--- src/rtl/rwm_pkg.sv ---
package rwm_pkg;

  typedef enum logic [1:0] {
    MODE_EXACT = 2'd0,
    MODE_ALL   = 2'd1,
    MODE_ANY   = 2'd2
  } mode_e;

  // strobes from control to datapath for the current edge
  typedef struct packed {
    logic discharge;  // clear all in-window obligations
    logic violate;    // a rule failed at this edge
  } strobe_t;

endpackage

--- src/rtl/rwm_datapath.sv ---
module rwm_datapath #(
  parameter int LO = 3,
  parameter int HI = 5
) (
  input  logic             clk,
  input  logic             rstN,
  input  logic             trigIn,
  input  rwm_pkg::strobe_t stb,
  output logic             inWindow,
  output logic             lastAge,
  output logic             pipeEmpty,
  output logic             violPulse,
  output logic             errSticky
);

  // ageQ[k] high: a trigger seen k edges ago is still pending
  logic [HI:1] ageQ;
  logic [HI:1] ageD;

  assign ageD[1] = trigIn;

  for (genvar k = 2; k <= HI; k++) begin : g_age
    localparam bit PREV_IN_WIN = (k - 1) >= LO;
    if (PREV_IN_WIN) begin : g_clr
      assign ageD[k] = ageQ[k-1] & ~stb.discharge;
    end else begin : g_keep
      assign ageD[k] = ageQ[k-1];
    end
  end

  always_ff @(posedge clk or negedge rstN) begin
    if (!rstN) begin
      ageQ      <= '0;
      violPulse <= 1'b0;
      errSticky <= 1'b0;
    end else begin
      ageQ      <= ageD;
      violPulse <= stb.violate;
      errSticky <= errSticky | stb.violate;
    end
  end

  assign inWindow  = |ageQ[HI:LO];
  assign lastAge   = ageQ[HI];
  assign pipeEmpty = (ageQ == '0);

  AST_STICKY_KEEP: assert property (@(posedge clk) disable iff (!rstN)
    errSticky |=> errSticky);

  AST_PULSE_FLAGS: assert property (@(posedge clk) disable iff (!rstN)
    violPulse |-> errSticky);

  AST_IDLE_QUIET: assert property (@(posedge clk) disable iff (!rstN)
    pipeEmpty |=> !violPulse);

endmodule

--- src/rtl/rwm_control.sv ---
module rwm_control #(
  parameter rwm_pkg::mode_e MODE = rwm_pkg::MODE_ANY
) (
  input  logic             respIn,
  input  logic             inWindow,
  input  logic             lastAge,
  output rwm_pkg::strobe_t stb
);

  localparam bit IS_ANY = (MODE == rwm_pkg::MODE_ANY);

  always_comb begin
    stb = '0;
    if (IS_ANY) begin
      stb.discharge = respIn & inWindow;
      stb.violate   = lastAge & ~respIn;
    end else begin
      stb.discharge = 1'b0;
      stb.violate   = inWindow & ~respIn;
    end
  end

  always_comb begin
    AST_NO_DISCHARGE_FIXED: assert (IS_ANY || !stb.discharge);
  end

endmodule

--- src/rtl/resp_window_monitor.sv ---
module resp_window_monitor #(
  parameter rwm_pkg::mode_e MODE = rwm_pkg::MODE_ANY,
  parameter int DELAY_N   = 3,
  parameter int WIN_FIRST = 3,
  parameter int WIN_LAST  = 5
) (
  input  logic clk,
  input  logic rstN,
  input  logic trigIn,
  input  logic respIn,
  output logic violPulse,
  output logic errSticky
);

  localparam bit IS_EXACT = (MODE == rwm_pkg::MODE_EXACT);
  localparam int LO = IS_EXACT ? DELAY_N : WIN_FIRST;
  localparam int HI = IS_EXACT ? DELAY_N : WIN_LAST;

  rwm_pkg::strobe_t stb;
  logic inWindow;
  logic lastAge;
  logic pipeEmpty;

  rwm_control #(.MODE(MODE)) i_ctrl (
    .respIn  (respIn),
    .inWindow(inWindow),
    .lastAge (lastAge),
    .stb     (stb)
  );

  rwm_datapath #(.LO(LO), .HI(HI)) i_dp (
    .clk      (clk),
    .rstN     (rstN),
    .trigIn   (trigIn),
    .stb      (stb),
    .inWindow (inWindow),
    .lastAge  (lastAge),
    .pipeEmpty(pipeEmpty),
    .violPulse(violPulse),
    .errSticky(errSticky)
  );

  AST_RESP_NO_VIOL: assert property (@(posedge clk) disable iff (!rstN)
    respIn |=> !violPulse);

endmodule

--- config.mk ---
export PLATFORM = sky130hd
export DESIGN_NAME = resp_window_monitor
export DESIGN_NICKNAME = d
export VERILOG_FILES = /design/src/rtl/rwm_pkg.sv /design/src/rtl/rwm_datapath.sv /design/src/rtl/rwm_control.sv /design/src/rtl/resp_window_monitor.sv
export SDC_FILE = /design/constraint.sdc
export NUM_CORES = 1
export LEC_CHECK = 0
export ABC_AREA = 1
export BUFFER_PORTS_ARGS = -buffer_cell sky130_fd_sc_hd__buf_2
export CAP_MARGIN = 10
export CORE_AREA = 2 2 39 41
export CTS_CLUSTER_DIAMETER = 30
export CTS_CLUSTER_SIZE = 20
export DETAILED_ROUTE_END_ITERATION = 7
export DIE_AREA = 0 0 41 43
export PLACE_DENSITY = 0.37
export SETUP_SLACK_MARGIN = 0.4
export SYNTH_ARGS = -nofsm -noshare
export SYNTH_HDL_FRONTEND = slang
export SYNTH_SLANG_ARGS = --single-unit
--- constraint.sdc ---
create_clock -name clk -period 0.8 [get_ports clk]
set_input_delay 0.04 -clock clk [delete_from_list [all_inputs] [get_ports clk]]
set_output_delay 0.04 -clock clk [all_outputs]
set_load 0.02 [all_outputs]
==> results list <==
* Result of the run: finished, violations left
* Failing checks: hold timing, setup timing
- The clock reaches the later pin of the worst-skew pair after 250 ps.
- In the final layout, the share of cells above drive strength 1 is 42.3%.
* Library cells used by synthesis: 6
- Worst r2r path cells: 3
- The tool flagged a number of max-cap violations equal to 0.
* Footprint of the multi-input gates: 32.5 sq um
- Synthesized net count: 20
* Reg-to-reg slack, setup: -8 ps
- Synthesis inferred 7 register bits.
- In the layout the commonest cells are dfrtp_1 (7), clkbuf_4 (3), buf_2 (3).
- Port buffering added 5 buffers.
* Series of cell instances along the critical path: inv_1, nor2_2, or2_1
- The hold violation count in the final report is 4.
- At the pin with the least slew margin, the transition time is 151 ps.
* Worst path arrival time: 940 ps
- In this run the most critical hold path is launched from trigIn.
- Count of unresolved DRC violations after routing: 0
- Broken down by cell family, the worst path's largest delay share belongs to flip-flops.
- CTS tree: built
* Final cycle utilization of the critical path: 101%
- CORE AREA: 1380 sq um
* Clk buf depth: 2
- Class of the most critical hold timing path: in2reg
* RR Endpoint: i_dp.errSticky$_DFF_PN0_
- Dividing the synthesized area by the synthesized cell count gives 13.3 sq um.
- Power spread over the standard cell area amounts to 2330 nW/um^2.
* Area growth from synthesis to layout: 47.1%
- Master of the slowest instance on the critical path: dfrtp_1
* Hold Path Sink: i_dp.ageQ[1]$_DFF_PN0_
* Total length of routed wires: 361 um
- Min-Delay Path Depth: 1
- Setup violations remaining at the end of the flow were counted as 1.
- RSZ-0062 raised after global routing: true
- Clock buffers created by TritonCTS: 3
* Initial drt markers: 0
- Chip height: 43 um
- P_leak: 0.146 nW
- Row generation in the floorplan step produced 14 rows.
- Most common library cell in the layout ignoring fill and taps: dfrtp_1
* Timing startpoint of the critical path: i_dp.ageQ[5]$_DFF_PN0_
- Register clock-pin slew on the reported worst setup and hold paths: 50 ps
- Synthesis produced a netlist whose cell count is 16.
- Worst slew margin: 89.9%
* Total global-route track usage: 6.40%
- Count of nets left with antenna violations after detail routing: 0
* Launch point of the worst reg-to-reg path: i_dp.ageQ[5]$_DFF_PN0_
- IR analysis of the VDD net gives a maximum drop of 0.000795 V.
- Minimum setup slack in the final design: -7.54 ps
* Final instance count without filler cells: 42
- Crit. End Element: register
- Count of filler cells inserted in the layout: 154
- Cell area after synthesis: 213 sq um
- RD Place Congestion: 0.517
- Summing over every cut layer, the via total after detailed routing is 145.
* H-Tree Level Count: 1
- The worst setup path is launched from a register.
- Number of top-level pins: 6
* Via-per-instance ratio: 3.45
- Chip width: 41 um
- Register Area: 175 sq um
* Yosys warning count: 0
* Slew Viols, Final: 0
- For this design, the sink count on the clock tree is 7.
* Via count of the first global-routing pass: 145
- Worst hold slack: -101 ps
- The number of placed instances, taps included, is 37.
- The first global-routing pass estimated 600 um of wire.
- Largest net degree at the start of global routing: 8
- Buffers inserted to repair hold after CTS numbered 1.
* Highest cell delay on the worst timing path: 380 ps
- Max FO, Critical Path: 2
- Required arrival time at the worst endpoint: 930 ps
- Net count of the finished layout: 31
- CTS placed an instance of clkbuf_4 at the clock tree root.
* Inserted Diodes: 0
- Number of buffer and inverter instances along the worst setup path: 1
- The number of antenna violations at the first check in global routing is 0.
* Initial core utilization: 15.4%
- Derived from the worst setup path, the maximum achievable clock frequency is 1240 MHz.
- Overall die area: 1760 sq um
* Congestion Overflow GR: 0
- Minimum clock period: 808 ps
- DR pass1 iterations: 1
* Type of the setup path with the least slack: reg2reg
* WL/cell: 8.60 um
- The share of the Yosys chip area taken by registers is 82.4%.
- Clock skew on the completed layout was measured at 6.65 ps.
[synthesized netlist by cell type]
cell type | instances | share of area, %
nor2_1 | 3 | 5.3
nand2_1 | 1 | 1.8
or2_1 | 1 | 2.9
inv_1 | 3 | 5.3
a21oi_1 | 1 | 2.4
dfrtp_1 | 7 | 82
[how the worst max path moves through the flow]
stage,endpoint,cells past startpoint
2_1_floorplan,i_dp.errSticky$_DFF_PN0_,1
3_3_place_gp,i_dp.errSticky$_DFF_PN0_,3
3_5_place_dp,i_dp.errSticky$_DFF_PN0_,3
4_1_cts,errSticky,1
5_1_grt,i_dp.errSticky$_DFF_PN0_,3
6_report,i_dp.errSticky$_DFF_PN0_,3
[worst reg2reg max path, cell delays in order (launching register included)]
cell and delay [ps]:
dfrtp_1 380, inv_1 70, nor2_2 40, or2_1 200
[registers in the layout (all words and copies together), names as in the netlist]
| register | count |
|---|---|
| i_dp.ageQ | 5 |
| i_dp.errSticky | 1 |
| i_dp.violPulse | 1 |
[where the power goes]
group	total, mW	internal [mW]	switching (mW)
registers	0.376	0.370	0.00606
logic	0.0405	0.0179	0.0226
clock network	0.314	0.190	0.124
total	0.730	0.578	0.153
[metrics by stage]
| stage | worst slack [ps] | util, % | TNS [ps] | area [sq um] | power (mW) |
|---|---|---|---|---|---|
| 6_report | -7.54 | 22.6 | -7.54 | 313 | 0.730 |
| 5_1_grt | -62.3 | 22.6 | -179 | 313 | 0.793 |
| 4_1_cts | -9.62 | 22.6 | -11.6 | 313 | 0.749 |
| 3_5_place_dp | 5.27 | 18.6 | 0 | 258 | 0.412 |
| 3_3_place_gp | 11.5 | 18.6 | 0 | 258 | 0.408 |
| 2_1_floorplan | 30.8 | - | 0 | 213 | 0.391 |
[timing repair]
action | 4_1_cts | 5_1_grt
endpoints found under the hold margin | 11 | 4
resized for setup | 7 | 0
endpoints found under the setup margin | 8 | 8
pin swaps | 2 | 1
buffers inserted | 0 | 0
[cell type report]
class	instances	share of cell area, %
clock buffer	4	8.40
tap	16	6.40
inverter	3	3.60
multi-input combinational	6	10.4
timing repair buffer	6	15.2
sequential	7	56.0
[logic make-up (layout without fill, tap and decap cells)]
family / Yosys count / after routing / synth area share (%)
compound gates: 1 / 1 / 2.35
buf+inv: 3 / 13 / 5.29
flops: 7 / 7 / 82.4
simple gates: 5 / 5 / 10.0
[layer usage]
metal / wire, um / up-vias / track usage, %
li1: - / 66 / -
met1: 138 / 67 / 5.67
met2: 157 / 9 / 6.88
met3: 55 / 3 / 9.42
met4: 10 / 0 / 4.00
met5: 0 / - / 0
(Power assumes the default switching activity.)
